`src/rtl/sdram_boot_pkg.sv`:
```
package sdram_boot_pkg;

   // Abstract command chosen by the sequencer each cycle
   typedef enum logic [2:0] {
      CMD_DESEL = 3'd0,
      CMD_NOP   = 3'd1,
      CMD_PRE   = 3'd2,
      CMD_REF   = 3'd3,
      CMD_LMR   = 3'd4
   } boot_cmd_e;

   // Sequencer states
   typedef enum logic [3:0] {
      ST_RESET = 4'd0,
      ST_POWER = 4'd1,
      ST_PRE   = 4'd2,
      ST_TRP   = 4'd3,
      ST_REF   = 4'd4,
      ST_TRFC  = 4'd5,
      ST_LMR   = 4'd6,
      ST_TMRD  = 4'd7,
      ST_DONE  = 4'd8
   } boot_state_e;

   // Control strobes in pin order cs_n, ras_n, cas_n, we_n
   typedef struct packed {
      logic cs_n;
      logic ras_n;
      logic cas_n;
      logic we_n;
   } strobe_t;

   function automatic strobe_t encode_cmd(input boot_cmd_e c);
      strobe_t s;
      case (c)
         CMD_NOP: s = '{cs_n: 1'b0, ras_n: 1'b1, cas_n: 1'b1, we_n: 1'b1};
         CMD_PRE: s = '{cs_n: 1'b0, ras_n: 1'b0, cas_n: 1'b1, we_n: 1'b0};
         CMD_REF: s = '{cs_n: 1'b0, ras_n: 1'b0, cas_n: 1'b0, we_n: 1'b1};
         CMD_LMR: s = '{cs_n: 1'b0, ras_n: 1'b0, cas_n: 1'b0, we_n: 1'b0};
         default: s = '{cs_n: 1'b1, ras_n: 1'b1, cas_n: 1'b1, we_n: 1'b1};
      endcase
      return s;
   endfunction

endpackage

```
`src/rtl/sdram_boot_timer.sv`:
```
// Down counter shared by all waiting intervals of the sequencer
module sdram_boot_timer #(
   parameter int unsigned TW = 8
) (
   input  logic          clk,
   input  logic          rst_n,
   input  logic          load,
   input  logic [TW-1:0] load_val,
   output logic          expired
);
   logic [TW-1:0] cnt_q;

   always_ff @(posedge clk or negedge rst_n) begin
      if (!rst_n) begin
         cnt_q <= '0;
      end else if (load) begin
         cnt_q <= load_val;
      end else if (cnt_q != '0) begin
         cnt_q <= cnt_q - 1'b1;
      end
   end

   assign expired = (cnt_q == '0);

endmodule

```
`src/rtl/sdram_boot_modeword.sv`:
```
// Builds the constant mode-register word from the burst and latency options
module sdram_boot_modeword #(
   parameter int unsigned ADDR_W    = 13,
   parameter int unsigned BURST_LEN = 1,
   parameter int unsigned CAS_LAT   = 2
) (
   output logic [ADDR_W-1:0] word
);
   localparam int unsigned LOW_W = 10;

   logic [2:0] burst_code;
   logic [2:0] cas_code;

   generate
      case (BURST_LEN)
         1: begin : g_bl1
            assign burst_code = 3'd0;
         end
         2: begin : g_bl2
            assign burst_code = 3'd1;
         end
         4: begin : g_bl4
            assign burst_code = 3'd2;
         end
         default: begin : g_bl_bad
            $error("sdram_boot_modeword: BURST_LEN must be 1, 2 or 4");
            assign burst_code = 3'd0;
         end
      endcase

      if (CAS_LAT == 2 || CAS_LAT == 3) begin : g_cas_ok
         assign cas_code = 3'(CAS_LAT);
      end else begin : g_cas_bad
         $error("sdram_boot_modeword: CAS_LAT must be 2 or 3");
         assign cas_code = 3'd2;
      end

      if (ADDR_W < 11) begin : g_aw_bad
         $error("sdram_boot_modeword: ADDR_W must be at least 11");
      end
   endgenerate

   // bit 9 single-location writes, bits 8:7 standard mode, bit 3 sequential
   logic [LOW_W-1:0] low_word;
   assign low_word = {1'b1, 2'b00, cas_code, 1'b0, burst_code};
   assign word     = ADDR_W'(low_word);

endmodule

```
`src/rtl/sdram_boot_ctrl.sv`:
```
// Sequencer state machine: chooses the command for each cycle
module sdram_boot_ctrl
   import sdram_boot_pkg::*;
#(
   parameter int unsigned STARTUP_CYC   = 200,
   parameter int unsigned TRP_CYC       = 3,
   parameter int unsigned TRFC_CYC      = 7,
   parameter int unsigned TMRD_CYC      = 2,
   parameter int unsigned REFRESH_COUNT = 8
) (
   input  logic      clk,
   input  logic      rst_n,
   output boot_cmd_e cmd,
   output logic      clk_on,
   output logic      done
);
   localparam int unsigned MAX_A  = (STARTUP_CYC > TRFC_CYC) ? STARTUP_CYC : TRFC_CYC;
   localparam int unsigned MAX_B  = (TRP_CYC > TMRD_CYC) ? TRP_CYC : TMRD_CYC;
   localparam int unsigned MAX_D  = (MAX_A > MAX_B) ? MAX_A : MAX_B;
   localparam int unsigned TW     = $clog2(MAX_D + 1);
   localparam int unsigned RC_W   = $clog2(REFRESH_COUNT + 1);
   localparam logic [TW-1:0] LD_STARTUP = TW'(STARTUP_CYC - 1);
   localparam logic [TW-1:0] LD_TRP     = TW'(TRP_CYC - 2);
   localparam logic [TW-1:0] LD_TRFC    = TW'(TRFC_CYC - 2);
   localparam logic [TW-1:0] LD_TMRD    = (TMRD_CYC >= 2) ? TW'(TMRD_CYC - 2) : '0;
   localparam logic [RC_W-1:0] REF_LAST = RC_W'(REFRESH_COUNT);

   boot_state_e    state_q, state_d;
   logic [RC_W-1:0] ref_cnt_q;
   logic           tmr_load;
   logic [TW-1:0]  tmr_val;
   logic           tmr_expired;

   sdram_boot_timer #(.TW(TW)) timer_i (
      .clk      (clk),
      .rst_n    (rst_n),
      .load     (tmr_load),
      .load_val (tmr_val),
      .expired  (tmr_expired)
   );

   always_comb begin
      state_d  = state_q;
      tmr_load = 1'b0;
      tmr_val  = '0;
      case (state_q)
         ST_RESET: begin
            state_d  = ST_POWER;
            tmr_load = 1'b1;
            tmr_val  = LD_STARTUP;
         end
         ST_POWER: begin
            if (tmr_expired) state_d = ST_PRE;
         end
         ST_PRE: begin
            state_d  = ST_TRP;
            tmr_load = 1'b1;
            tmr_val  = LD_TRP;
         end
         ST_TRP: begin
            if (tmr_expired) state_d = ST_REF;
         end
         ST_REF: begin
            state_d  = ST_TRFC;
            tmr_load = 1'b1;
            tmr_val  = LD_TRFC;
         end
         ST_TRFC: begin
            if (tmr_expired) begin
               state_d = (ref_cnt_q == REF_LAST) ? ST_LMR : ST_REF;
            end
         end
         ST_LMR: begin
            if (TMRD_CYC >= 2) begin
               state_d  = ST_TMRD;
               tmr_load = 1'b1;
               tmr_val  = LD_TMRD;
            end else begin
               state_d = ST_DONE;
            end
         end
         ST_TMRD: begin
            if (tmr_expired) state_d = ST_DONE;
         end
         ST_DONE: state_d = ST_DONE;
         default: state_d = ST_RESET;
      endcase
   end

   always_ff @(posedge clk or negedge rst_n) begin
      if (!rst_n) begin
         state_q   <= ST_RESET;
         ref_cnt_q <= '0;
      end else begin
         state_q <= state_d;
         if (state_q == ST_REF) ref_cnt_q <= ref_cnt_q + 1'b1;
      end
   end

   always_comb begin
      case (state_q)
         ST_RESET: cmd = CMD_DESEL;
         ST_PRE:   cmd = CMD_PRE;
         ST_REF:   cmd = CMD_REF;
         ST_LMR:   cmd = CMD_LMR;
         default:  cmd = CMD_NOP;
      endcase
   end

   assign clk_on = (state_q != ST_RESET);
   assign done   = (state_q == ST_DONE);


   ref_total_chk: assert property (@(posedge clk) disable iff (!rst_n)
      (state_q == ST_LMR) |-> (ref_cnt_q == REF_LAST))
      else $error("load-mode issued before all refreshes");


   ref_bound_chk: assert property (@(posedge clk) disable iff (!rst_n)
      (state_q == ST_REF) |-> (ref_cnt_q < REF_LAST))
      else $error("refresh issued beyond the configured count");

endmodule

```
`src/rtl/sdram_boot_pins.sv`:
```
// Registered pin stage: turns the abstract command into SDRAM pin levels
module sdram_boot_pins
   import sdram_boot_pkg::*;
#(
   parameter int unsigned ADDR_W = 13,
   parameter int unsigned BANK_W = 2
) (
   input  logic              clk,
   input  logic              rst_n,
   input  boot_cmd_e         cmd,
   input  logic              clk_on,
   input  logic              done,
   input  logic [ADDR_W-1:0] mode_word,
   output logic              clk_en,
   output logic              cs_n,
   output logic              ras_n,
   output logic              cas_n,
   output logic              we_n,
   output logic [BANK_W-1:0] bank,
   output logic [ADDR_W-1:0] addr,
   output logic              init_done
);
   localparam logic [ADDR_W-1:0] ALL_BANKS = ADDR_W'(1) << 10;

   strobe_t           strobe_d;
   logic [ADDR_W-1:0] addr_d;

   assign strobe_d = encode_cmd(cmd);

   always_comb begin
      case (cmd)
         CMD_PRE: addr_d = ALL_BANKS;
         CMD_LMR: addr_d = mode_word;
         default: addr_d = '0;
      endcase
   end

   always_ff @(posedge clk or negedge rst_n) begin
      if (!rst_n) begin
         clk_en    <= 1'b0;
         cs_n      <= 1'b1;
         ras_n     <= 1'b1;
         cas_n     <= 1'b1;
         we_n      <= 1'b1;
         bank      <= '0;
         addr      <= '0;
         init_done <= 1'b0;
      end else begin
         clk_en    <= clk_on;
         cs_n      <= strobe_d.cs_n;
         ras_n     <= strobe_d.ras_n;
         cas_n     <= strobe_d.cas_n;
         we_n      <= strobe_d.we_n;
         bank      <= '0;
         addr      <= addr_d;
         init_done <= done;
      end
   end

   logic pin_nop, pin_pre, pin_lmr, pin_any_cmd;
   assign pin_nop     = !cs_n && ras_n && cas_n && we_n;
   assign pin_pre     = !cs_n && !ras_n && cas_n && !we_n;
   assign pin_lmr     = !cs_n && !ras_n && !cas_n && !we_n;
   assign pin_any_cmd = !cs_n && !pin_nop;


   desel_without_clk_chk: assert property (@(posedge clk) disable iff (!rst_n)
      !clk_en |-> cs_n)
      else $error("chip selected while clock enable low");


   clk_en_hold_chk: assert property (@(posedge clk) disable iff (!rst_n)
      clk_en |=> clk_en)
      else $error("clock enable dropped after start");


   pre_all_banks_chk: assert property (@(posedge clk) disable iff (!rst_n)
      pin_pre |-> addr[10])
      else $error("precharge without all-banks bit");


   lmr_bank_zero_chk: assert property (@(posedge clk) disable iff (!rst_n)
      pin_lmr |-> (bank == '0 && !init_done))
      else $error("load-mode with nonzero bank or after done");


   cmd_then_nop_chk: assert property (@(posedge clk) disable iff (!rst_n)
      pin_any_cmd |=> pin_nop)
      else $error("back-to-back commands");


   done_quiet_chk: assert property (@(posedge clk) disable iff (!rst_n)
      init_done |-> (pin_nop && clk_en))
      else $error("non-NOP after completion");


   done_sticky_chk: assert property (@(posedge clk) disable iff (!rst_n)
      init_done |=> init_done)
      else $error("init_done fell without reset");

endmodule

```
`src/rtl/sdram_boot_seq.sv`:
```
// SDRAM power-up initialization sequencer (top)
module sdram_boot_seq
   import sdram_boot_pkg::*;
#(
   parameter int unsigned CLK_HZ        = 100_000_000,
   parameter int unsigned STARTUP_US    = 100_000,
   parameter int unsigned TRP_CYC       = 3,
   parameter int unsigned TRFC_CYC      = 7,
   parameter int unsigned TMRD_CYC      = 2,
   parameter int unsigned REFRESH_COUNT = 8,
   parameter int unsigned BURST_LEN     = 1,
   parameter int unsigned CAS_LAT       = 2,
   parameter int unsigned ADDR_W        = 13,
   parameter int unsigned BANK_W        = 2
) (
   input  logic              clk,
   input  logic              rst_n,
   output logic              clk_en,
   output logic              cs_n,
   output logic              ras_n,
   output logic              cas_n,
   output logic              we_n,
   output logic [BANK_W-1:0] bank,
   output logic [ADDR_W-1:0] addr,
   output logic              init_done
);
   localparam int unsigned CYC_PER_US  = CLK_HZ / 1_000_000;
   localparam int unsigned STARTUP_CYC = CYC_PER_US * STARTUP_US;

   generate
      if (STARTUP_CYC < 1) begin : g_bad_startup
         $error("sdram_boot_seq: start-up wait must be at least one cycle");
      end
      if (TRP_CYC < 2 || TRFC_CYC < 2) begin : g_bad_gap
         $error("sdram_boot_seq: TRP_CYC and TRFC_CYC must be at least 2");
      end
      if (TMRD_CYC < 1) begin : g_bad_tmrd
         $error("sdram_boot_seq: TMRD_CYC must be at least 1");
      end
      if (REFRESH_COUNT < 1) begin : g_bad_ref
         $error("sdram_boot_seq: REFRESH_COUNT must be at least 1");
      end
      if (BANK_W < 1) begin : g_bad_bank
         $error("sdram_boot_seq: BANK_W must be at least 1");
      end
   endgenerate

   boot_cmd_e         cmd;
   logic              clk_on;
   logic              done;
   logic [ADDR_W-1:0] mode_word;

   sdram_boot_ctrl #(
      .STARTUP_CYC   (STARTUP_CYC),
      .TRP_CYC       (TRP_CYC),
      .TRFC_CYC      (TRFC_CYC),
      .TMRD_CYC      (TMRD_CYC),
      .REFRESH_COUNT (REFRESH_COUNT)
   ) ctrl_i (
      .clk    (clk),
      .rst_n  (rst_n),
      .cmd    (cmd),
      .clk_on (clk_on),
      .done   (done)
   );

   sdram_boot_modeword #(
      .ADDR_W    (ADDR_W),
      .BURST_LEN (BURST_LEN),
      .CAS_LAT   (CAS_LAT)
   ) modeword_i (
      .word (mode_word)
   );

   sdram_boot_pins #(
      .ADDR_W (ADDR_W),
      .BANK_W (BANK_W)
   ) pins_i (
      .clk       (clk),
      .rst_n     (rst_n),
      .cmd       (cmd),
      .clk_on    (clk_on),
      .done      (done),
      .mode_word (mode_word),
      .clk_en    (clk_en),
      .cs_n      (cs_n),
      .ras_n     (ras_n),
      .cas_n     (cas_n),
      .we_n      (we_n),
      .bank      (bank),
      .addr      (addr),
      .init_done (init_done)
   );

endmodule

```
`config.mk`:
```
export PLATFORM = sky130hd
export DESIGN_NAME = sdram_boot_seq
export DESIGN_NICKNAME = d
export VERILOG_FILES = /design/src/rtl/sdram_boot_pkg.sv /design/src/rtl/sdram_boot_timer.sv /design/src/rtl/sdram_boot_modeword.sv /design/src/rtl/sdram_boot_ctrl.sv /design/src/rtl/sdram_boot_pins.sv /design/src/rtl/sdram_boot_seq.sv
export SDC_FILE = /design/constraint.sdc
export NUM_CORES = 1
export LEC_CHECK = 0
export ABC_AREA = 1
export BUFFER_PORTS_ARGS = -buffer_cell sky130_fd_sc_hd__buf_2
export CORE_ASPECT_RATIO = 1.5
export CORE_MARGIN = 2
export CORE_UTILIZATION = 45
export CTS_CLUSTER_DIAMETER = 40
export DETAILED_ROUTE_END_ITERATION = 16
export PLACE_DENSITY = 0.63
export SLEW_MARGIN = 20
export SYNTH_ARGS = -nofsm -noshare
export SYNTH_HDL_FRONTEND = slang
export SYNTH_SLANG_ARGS = --single-unit
```
`constraint.sdc`:
```
create_clock -name clk -period 1.55 [get_ports clk]
set_input_delay 0.31 -clock clk [delete_from_list [all_inputs] [get_ports clk]]
set_output_delay 0.31 -clock clk [all_outputs]
set_load 0.01 [all_outputs]
```
---- Word-level counts from Yosys, hierarchy flattened ----
Index checks and enable logic that the tools add are counted.
word-level totals
  flip-flop bits (word level) ............. 49
  bits of input ports ..................... 2
  output and inout bits ................... 21
  word-level logic and storage cells ...... 49
cells by class
  add/sub/neg operators ................... 2
  equality and inequality tests ........... 17
  multiplexer cells ....................... 13
  reduce and logical (&&, ||, !) cells .... 7
operators by type and width
  kind                   count
  $pmux 24 s3            1
  $mux 24                2
  $pmux 4 s9             1
  $logic_not 24->1       1
  $reduce_bool 24->1     1
  $sub 24x1->24 const B  1
  $pmux 11 s2            1
  $eq 4x3->1 const B     4
  $mux 4                 4
  $pmux 4 s4             1
  $pmux 3 s4             1
  $eq 4x2->1 const B     2
  $eq 4x4->1 const B     2
  $ne 2x2->1 const B     4
  $eq 3x2->1 const B     2
  $add 4x1->4 const B    1
  $eq 4x1->1 const B     1
  $logic_not 4->1        1
  $reduce_and 4->1       1
  $reduce_bool 4->1      1
  $reduce_or 4->1        1
  $eq 3x1->1 const B     1
  $eq 3x3->1 const B     1
  $mux 2                 1
  2 further kinds        2

---- Depth between registers and ports, before layout ----
Gate-level depths: netlist (run 1).
  depth after elaboration ................. 4
  gate-level depth with buffers ........... 9
  gate-level depth less buffers ........... 9

---- Modules after synthesis ----
Synthesis (run 1) repeated with hierarchy kept, for this count alone.
second synthesis, totals
  cell total of the unflattened synthesis .. 405
  area, all modules ....................... 2957.8 sq um
modules (own cells, without submodules)
  module               times used  cells an instance  area each (sq um)  seq. area each (sq um)
  sdram_boot_timer     1           254                1619.1             600.6
  sdram_boot_pins      1           69                 726.9              480.5
  sdram_boot_ctrl      1           67                 506.7              200.2
  sdram_boot_modeword  1           15                 105.1              0.0

---- Worst setup path before layout (run 1) ----
No wires, ideal clock.
  kind .................................... reg2reg
  start point ............................. reg ctrl_i.timer_i.cnt_q[0]
  end point ............................... reg ctrl_i.timer_i.cnt_q[12]
  setup time .............................. 0.118 ns
  arrival time ............................ 1.343 ns
  data required time ...................... 1.432 ns
  slack ................................... 0.090 ns
  cell stages (with the launch flop) ...... 9
  path buffers ............................ 1
  period minus slack after synthesis ...... 1.460 ns
  cells stage by stage .................... dfrtp_1 -> inv_1 -> ha_1 -> inv_1 -> nor3_4 -> nand4_2 -> nor2_4 -> buf_6 -> nor2_1
between the ends
  longest elaborated chain between the ends .. 3
  elaborated cells on any way between the ends .. 5
  those cells by class .................... add/sub (1); mux (2); reduce/logical (2)
ends and longest elaborated chain
  what                    line                    source
  from (decl)             sdram_boot_timer.sv:11  logic [TW-1:0] cnt_q;
  from (signal assigned)  sdram_boot_timer.sv:17  cnt_q <= load_val;
  from (signal assigned)  sdram_boot_timer.sv:19  cnt_q <= cnt_q - 1'b1;
  $sub 24x1->24           sdram_boot_timer.sv:19
  $mux 24                 sdram_boot_timer.sv:18  end else if (cnt_q != '0) begin
  $mux 24                 sdram_boot_timer.sv:16  end else if (load) begin
Several ways; a longest one is shown, not always the timed one. The select of a mux whose other input is x is not followed.
A chain may end at the register's enable or synchronous reset.

---- Worst setup path in the final report (run 1) ----
  start point ............................. reg ctrl_i.timer_i.cnt_q[9]
  end point ............................... reg ctrl_i.timer_i.cnt_q[13]
The elaborated chain is that of the path after synthesis.

==> results of run 1 <==
[power by group]
part	total (mW)	switching, mW	internal, mW	leakage [nW]
registers	1.04	0	1.04	0.470
logic	0.0430	0.0354	0.00759	0.781
clock network	0.950	0.381	0.568	0.0645
[worst max path at each step]
| stage | start | endpoint | slack, ns | cells past startpoint |
|---|---|---|---|---|
| after floorplan | ctrl_i.timer_i.cnt_q[0] | ctrl_i.timer_i.cnt_q[12] | 0.09 | 8 |
| after global placement | ctrl_i.timer_i.cnt_q[0] | ctrl_i.timer_i.cnt_q[1] | 0.005 | 9 |
| after global routing | ctrl_i.timer_i.cnt_q[9] | ctrl_i.timer_i.cnt_q[1] | -0.08 | 8 |
| after CTS | ctrl_i.timer_i.cnt_q[1] | ctrl_i.timer_i.cnt_q[10] | 0.01 | 8 |
| after detailed placement | ctrl_i.timer_i.cnt_q[0] | ctrl_i.timer_i.cnt_q[2] | -0.008 | 8 |
| final | ctrl_i.timer_i.cnt_q[9] | ctrl_i.timer_i.cnt_q[13] | 0.004 | 7 |
[state kept, by name, indices dropped and copies added (netlist names)]
signal and flops:
pins_i.cs_n 1, pins_i.clk_en 1, pins_i.cas_n 1, pins_i.init_done 1, pins_i.ras_n 1, pins_i.addr 2, pins_i.we_n 1, ctrl_i.ref_cnt_q 4
ctrl_i.state_q 4, ctrl_i.timer_i.cnt_q 24
[logic make-up (layout without fill, tap and decap cells)]
kind of cell | Yosys count | after routing | synth area share
compound gates | 23 | 23 | 0.0544
fa+ha+maj | 4 | 4 | 0.0213
xor+xnor | 10 | 10 | 0.0373
buf+inv | 50 | 70 | 0.111
other cells | 1 | 12 | 0.00160
flops | 40 | 40 | 0.429
simple gates | 169 | 170 | 0.346
[metal layers]
metal / vias to the layer above / wire [um]
met5: - / 0
met4: 0 / 226
met3: 19 / 141
met2: 39 / 3160
met1: 984 / 2140
li1: 992 / -
[placed cells by master, fill, tap and decap left out, drive strengths merged]
cell / instances
xor2: 7
a21oi: 13
or2: 2
dlygate4sd3: 1
nor3b: 1
dfstp: 4
clkbuf: 8
dfrtp: 36
ha: 4
nand4: 11
conb: 12
inv: 29
nor3: 9
nand2: 64
nand3: 22
a31oi: 1
a21o: 1
bufinv: 1
o21bai: 2
a32oi: 1
nor2: 54
o21ai: 5
nor4: 4
buf: 31
nand3b: 3
xnor2: 3
[final cells by class]
cell class / count / area [um2] / share of cell area
timing repair buffer: 33 / 279 / 0.0992
clock inverter: 1 / 30.0 / 0.0107
sequential: 40 / 1010 / 0.359
tap: 68 / 85.1 / 0.0302
multi-input combinational: 219 / 1200 / 0.428
inverter: 29 / 109 / 0.0387
clock buffer: 7 / 96.3 / 0.0343
[cell usage after synthesis, drive strengths merged]
cell type and number:
dfrtp 36, nand3b 3, inv 29, a21oi 13, buf 20, xnor2 3, nand4 11, conb 1
nand2 64, xor2 7, a21o 1, clkbuf 1, nor4 4, nand3 22, a32oi 1, nor2 53
dfstp 4, or2 2, o21ai 5, ha 4, nor3b 1, a31oi 1, o21bai 2, nor3 9
[repair_timing]
action,CTS,global route
gates cloned,0,2
resized for setup,2,30
pin swaps,0,7
hold buffers,1,0
endpoints found under the hold margin,12,0
setup endpoints to repair,9,27
setup buffers,0,6
==> flow_summary.yaml, run 1 <==
critical_path:
  worst_setup_path_start_kind: "register"
  end_kind: "register"
  reg2reg_slack_ns: 0.004
  path_common_cell: "nor2_4"
  path_delay_family: "simple AND/OR/NAND/NOR gates"
  critPathMaxStageDelay_ns: 0.45
  crit_chain: "nor2_4 > nand2_2 > nor2_4 > nand4_2 > nor2_4 > clkbuf_16 > nor2_1"
  worst-path-max-fanout: 7
  reg2reg_depth: 7
  r2r_end: "ctrl_i.timer_i.cnt_q[13]"
  cpMaxStageDelayCell: "dfrtp_2"
  worstPathArrival_ns: 1.75
  path_buf_inv: 1
  path_class: "register to register"
  reg2reg_from: "ctrl_i.timer_i.cnt_q[9]"
  required_ns: 1.75
timing:
  final.setup.tns_ns: 0
  fmax_mhz: 647
  setup_slack_ns: 0.00382
  finalCriticalPeriod_ns: 1.55
  hold_viol_final: 0
  rsz0062_at_grt: "true"
  post-route-period-util: 0.998
  slew_viol_final: 0
  fin_skew_ns: 0.00904
  finalSetupViolCount: 0
  holdWs_ns: 0.468
routing:
  routed_wl_mm: 5.68
  dr.pass1.iters: 4
  drcViolationCount: 0
  post_drt_wl_per_cell_um: 14.3
  drt_iter0_drc: 81
  drt-vias-per-instance: 5.12
  ant_nets: 0
  vias: 2034
place:
  placed_cells: 380
  dpl_worst_slack_ns: -0.00765
  hpwlAfterDp_mm: 4.11
  port_buffers: 10
  gp_congestion: 0.900
  dpl_cell_area_mm2: 0.00251
final_layout:
  area_delta_synth_final_pct: 19.8
  stdcell_area_mm2: 0.00281
  final_util: 0.553
  drive_gt1_frac: 0.255
  fillers: 520
  finish.net_count: 334
  instances_no_fill: 397
  antennaDiodeCount: 0
run_status:
  outcome: "finished clean"
cts:
  clockBufferDepth: 2
  root_buffer: "clkbuf_8"
  clkSinkCount: 40
  clk_latency_ns: 0.30
  cts_tree: "built"
  clkSlewWorstSetupHoldPaths_ns: 0.08
  h-tree-depth: 2
  cts_buffers: 5
hold_path:
  worst_hold_path_type: "input port to async pin"
pwr:
  p_per_area_mw_per_mm2: 724
  p_total_mw: 2.04
  leakage_nw: 1.32
  peakVddDrop_uv: 526
logic_synthesis:
  yosysTopAreaCell: "dfrtp_1"
  ys_warn_count: 0
  yosys.cell_types.count: 33
  synth_top_area_frac: 0.384
  synth_cells: 297
  yosysSeqAreaShare: 0.429
  avgSynthCellArea_um2: 7.90
  synth_seq_cells: 40
  synthTopCellsByArea: "dfrtp_1 (38%), nand2_1 (9.9%), nor2_1 (7.4%)"
  synth_area_mm2: 0.00235
floorplan:
  initial_core_util: 0.462
  die_w_um: 63.0
  die_area_mm2: 0.00582
  pin_count: 23
  num_rows: 32
  die_y_um: 92.5
  core_area_mm2: 0.00508
global_routing:
  grt_pass1_wl_mm: 9.40
  overflow: 0
  groute.layer.met2.usage: 0.395
  grt_use_met1: 0.217
  grt_pass1_vias: 2041
  grt_max_degree: 26
  antenna_found_initial: 0
  grt_util_met3: 0.0292
  gr-usage-all-layers: 0.208
  busiest_layer: "met2"
flow_run:
  max-cap-violations: 0
No activity file was read; power rests on OpenSTA's default activity.
==> run 2: changes to the inputs <==
Settings changed: MAX_ROUTING_LAYER set to met4.
==> flow_summary.yaml, run 2 (synthesis results as in run 1) <==
global_routing:
  antenna_found_initial: 0
  overflow: 0
  gr-usage-all-layers: 0.215
  grt_pass1_wl_mm: 9.44
  grt_pass1_vias: 2029
  grt_max_degree: 26
cts:
  root_buffer: "clkbuf_8"
  clkSlewWorstSetupHoldPaths_ns: 0.08
  clkSinkCount: 40
  h-tree-depth: 2
  clk_latency_ns: 0.30
  cts_buffers: 5
  clockBufferDepth: 2
  cts_tree: "built"
critical_path:
  path_class: "register to register"
  required_ns: 1.75
  crit_chain: "nor2_4 > nand2_2 > nor2_4 > nand4_2 > nor2_4 > clkbuf_16 > nor2_1"
  path_common_cell: "nor2_4"
  path_buf_inv: 1
  r2r_end: "ctrl_i.timer_i.cnt_q[13]"
  worst-path-max-fanout: 7
  reg2reg_depth: 7
  endpoint: "ctrl_i.timer_i.cnt_q[13]"
  cp.depth: 7
  worstPathArrival_ns: 1.75
  critPathMaxStageDelay_ns: 0.45
  end_kind: "register"
  worst_setup_path_start_kind: "register"
  reg2reg_from: "ctrl_i.timer_i.cnt_q[9]"
  path_delay_family: "simple AND/OR/NAND/NOR gates"
  cpMaxStageDelayCell: "dfrtp_2"
  critPathLaunch: "ctrl_i.timer_i.cnt_q[9]"
  reg2reg_slack_ns: 0.002
final_layout:
  fillers: 521
  regMostFlops: "ctrl_i.timer_i.cnt_q"
  drive_gt1_frac: 0.252
  final_cell_mix: "nand2_1 (57), nor2_1 (38), dfrtp_1 (34)"
  antennaDiodeCount: 0
  largest_reg_flops: 24
  area_delta_synth_final_pct: 19.7
  seq_area_mm2: 0.00101
  final_util: 0.553
  stdcell_area_mm2: 0.00281
  final_common_cell: "nand2_1"
  finish.net_count: 334
  multiInputGateArea_mm2: 0.00120
  top_regs: "ctrl_i.timer_i.cnt_q: 24 flops, ctrl_i.ref_cnt_q: 4 flops, ctrl_i.state_q: 4 flops"
place:
  port_buffers: 10
  hpwlAfterDp_mm: 4.11
  gp_congestion: 0.916
  dpl_cell_area_mm2: 0.00251
routing:
  drt_iter0_drc: 103
  drt-vias-per-instance: 5.17
  vias: 2052
  drcViolationCount: 0
  routed_wl_mm: 5.71
  ant_nets: 0
  post_drt_wl_per_cell_um: 14.4
  dr.pass1.iters: 4
floorplan:
  die_area_mm2: 0.00582
  die_y_um: 92.5
  initial_core_util: 0.462
  pin_count: 23
  die_w_um: 63.0
  core_area_mm2: 0.00508
  num_rows: 32
timing:
  final.setup.tns_ns: 0
  finalCriticalPeriod_ns: 1.55
  finalSetupViolCount: 0
  post-route-period-util: 0.999
  hold_viol_final: 0
  fin_skew_ns: 0.00907
  fmax_mhz: 646
  rsz0062_at_grt: "true"
  slew_viol_final: 0
pwr:
  peakVddDrop_uv: 526
  leakage_nw: 1.31
  p_per_area_mw_per_mm2: 724
hold_path:
  worst_hold_path_type: "input port to async pin"
run_status:
  outcome: "finished clean"
flow_run:
  max-cap-violations: 0
-- run 2: changes by cell type in the layout (fill, tap and decap cells not counted) --
| cell | change |
|---|---|
| nor2_2 | -1 |
| nor2_1 | +1 |
-- run 2: area by class of cell --
class                   count  area share
flip-flops and latches     40       0.359
clock buffers               7      0.0343
repair buffers             33      0.0993
inverters                  29      0.0387
well taps                  68      0.0303
clock inverters             1      0.0107
multi-input cells         219       0.428
-- run 2: repair_timing --
action                                  4_1_cts  5_1_grt
pin swaps                                     0        7
cloned                                        0        2
hold buffers                                  1        0
hold endpoints to repair                     12        0
endpoints found under the setup margin        9       27
gates resized for setup                       2       29
setup buffers                                 0        6
-- run 2: power by group --
part | switching, mW | internal [mW]
logic | 0.0353 | 0.00759
registers | 0 | 1.04
clock network | 0.380 | 0.568
total | 0.415 | 1.62
-- run 2: metrics by stage --
step	cells	hold slack (ns)	power [mW]	setup slack, ns
after floorplan	308	0.0144	1.10	0.0895
after global placement	380	0.259	1.11	0.00479
after detailed placement	380	0.260	1.11	-0.00765
after CTS	389	0.473	2.05	0.0127
after global routing	397	0.513	2.09	-0.0798
final	397	0.469	2.03	0.00177
-- run 2: worst min path at each step --
| stage | start | depth (start not counted) | endpoint |
|---|---|---|---|
| 2_1_floorplan | rst_n | 0 | ctrl_i.ref_cnt_q[0] |
| 3_3_place_gp | rst_n | 1 | ctrl_i.ref_cnt_q[0] |
| 3_5_place_dp | rst_n | 1 | ctrl_i.ref_cnt_q[0] |
| 4_1_cts | rst_n | 2 | ctrl_i.ref_cnt_q[0] |
| 5_1_grt | rst_n | 2 | ctrl_i.state_q[0] |
| 6_report | rst_n | 2 | ctrl_i.state_q[0] |
-- run 2: routing by layer --
layer	up-vias	wire [um]	GRT usage
met5	-	0	-
met4	0	249	0.109
met3	24	129	0.0292
met2	37	3140	0.395
met1	998	2190	0.220
li1	993	-	-
-- run 2: worst register-to-register path: stages, from the launching register on --
cell and delay (ns):
dfrtp_2 0.45, nor2_4 0.16, nand2_2 0.09, nor2_4 0.17
nand4_2 0.14, nor2_4 0.20, clkbuf_16 0.20, nor2_1 0.05
==> run 3: changes to the inputs <==
==> constraint.sdc (replaced) <==
create_clock -name clk -period 1.55 [get_ports clk]
set_input_delay 0.465 -clock clk [delete_from_list [all_inputs] [get_ports clk]]
set_output_delay 0.465 -clock clk [all_outputs]
set_load 0.01 [all_outputs]
==> flow_summary.yaml, run 3 (synthesis results as in run 1) <==
cts:
  clkSlewWorstSetupHoldPaths_ns: 0.08
  hold_buffers: 0
  clockBufferDepth: 2
  root_buffer: "clkbuf_8"
  h-tree-depth: 2
  clk_latency_ns: 0.30
  cts_buffers: 5
  cts_tree: "built"
  clkSinkCount: 40
timing:
  fmax_mhz: 648
  post-route-period-util: 0.996
  setup_slack_ns: 0.00688
  finalCriticalPeriod_ns: 1.54
  holdWs_ns: 0.121
  rsz0062_at_grt: "true"
  fin_skew_ns: 0.00720
  hold_viol_final: 0
  finalSetupViolCount: 0
  slew_viol_final: 0
critical_path:
  path_buf_inv: 1
  crit_chain: "nor2_4 > nand2_4 > nor3_4 > nand4_4 > nor2_4 > buf_12 > a21oi_1"
  path_delay_family: "simple AND/OR/NAND/NOR gates"
  path_class: "register to register"
  path_common_cell: "nor2_4"
  required_ns: 1.72
  worstPathArrival_ns: 1.72
  end_kind: "register"
  worst_setup_path_start_kind: "register"
  cpMaxStageDelayCell: "dfrtp_2"
  critPathMaxStageDelay_ns: 0.45
  worst-path-max-fanout: 14
final_layout:
  antennaDiodeCount: 0
  multiInputGateArea_mm2: 0.00120
  finish.net_count: 332
  regMostFlops: "ctrl_i.timer_i.cnt_q"
  largest_reg_flops: 24
  area_delta_synth_final_pct: 18.1
  final_common_cell: "nand2_1"
  seq_area_mm2: 0.00101
  top_regs: "ctrl_i.timer_i.cnt_q: 24 flops, ctrl_i.ref_cnt_q: 4 flops, ctrl_i.state_q: 4 flops"
  fillers: 517
  drive_gt1_frac: 0.254
  final_cell_mix: "nand2_1 (58), nor2_1 (36), dfrtp_1 (30)"
pwr:
  p_per_area_mw_per_mm2: 732
  leakage_nw: 1.30
  peakVddDrop_uv: 570
floorplan:
  die_y_um: 92.5
  num_rows: 32
  die_area_mm2: 0.00582
  pin_count: 23
  initial_core_util: 0.462
  core_area_mm2: 0.00508
  die_w_um: 63.0
routing:
  ant_nets: 0
  drcViolationCount: 0
  routed_wl_mm: 5.46
  vias: 1987
  drt-vias-per-instance: 5.03
  drt_iter0_drc: 69
  post_drt_wl_per_cell_um: 13.8
  dr.pass1.iters: 4
place:
  hpwlAfterDp_mm: 3.94
  dpl_worst_slack_ns: 0.0161
  gp_congestion: 0.890
  port_buffers: 10
global_routing:
  grt_pass1_vias: 1910
  grt_pass1_wl_mm: 9.08
  overflow: 0
  gr-usage-all-layers: 0.207
  antenna_found_initial: 0
  grt_max_degree: 41
hold_path:
  worst_hold_path_type: "input port to async pin"
run_status:
  outcome: "finished clean"
flow_run:
  max-cap-violations: 0
==> run 3: worst reg2reg max path, cell delays in order, from the launching register on <==
cell	delay, ns
dfrtp_2	0.45
nor2_4	0.16
nand2_4	0.09
nor3_4	0.24
nand4_4	0.11
nor2_4	0.17
buf_12	0.16
a21oi_1	0.05
==> run 3: area by class of cell <==
class / count / share of cell area
clock buffer: 7 / 0.0347
inverter: 29 / 0.0393
clock inverter: 1 / 0.0108
multi-input combinational: 219 / 0.434
tap: 68 / 0.0307
timing repair buffer: 31 / 0.0853
sequential: 40 / 0.366
==> run 3: per-stage QoR <==
step           TNS [ns]  cells   util  total power [mW]  instance area, um2
2_1_floorplan         0    308      -              1.10                2390
3_3_place_gp          0    380  0.494              1.11                2510
3_5_place_dp          0    380  0.494              1.11                2510
4_1_cts               0    388  0.519              2.04                2640
5_1_grt          -0.795    395  0.545              2.09                2770
6_report              0    395  0.545              2.03                2770
==> run 3: path summary, 6_finish.rpt <==
kind                                         start  slack (ns)  depth (start not counted)                       end
max reg2reg                ctrl_i.timer_i.cnt_q[7]       0.007                          7   ctrl_i.timer_i.cnt_q[9]
min in group clk               ctrl_i.ref_cnt_q[3]        0.47                          1       ctrl_i.ref_cnt_q[3]
max                        ctrl_i.timer_i.cnt_q[7]       0.007                          7   ctrl_i.timer_i.cnt_q[9]
max in group asynchronous                    rst_n        1.17                          2              pins_i.cas_n
min reg2reg                    ctrl_i.ref_cnt_q[3]        0.47                          1       ctrl_i.ref_cnt_q[3]
min                                          rst_n        0.12                          2  ctrl_i.timer_i.cnt_q[15]
==> run 3: routing by layer <==
layer  share of wire  vias to the layer above  track usage
li1                -                      989            -
met1            0.39                      935        0.225
met2            0.54                       47        0.361
met3           0.033                       16       0.0267
met4           0.038                        0        0.119
met5               0                        -            -
==> run 3: where the power goes <==
| group | internal (mW) | switching [mW] | leakage (nW) |
|---|---|---|---|
| sequential | 1.04 | 0 | 0.465 |
| clock | 0.568 | 0.377 | 0.0645 |
| combinational | 0.00620 | 0.0339 | 0.771 |
==> run 3: what timing repair did <==
action,CTS,global route
setup buffers,0,6
gates cloned,0,1
pin swaps,0,9
resized for setup,2,27
setup endpoints to repair,3,25
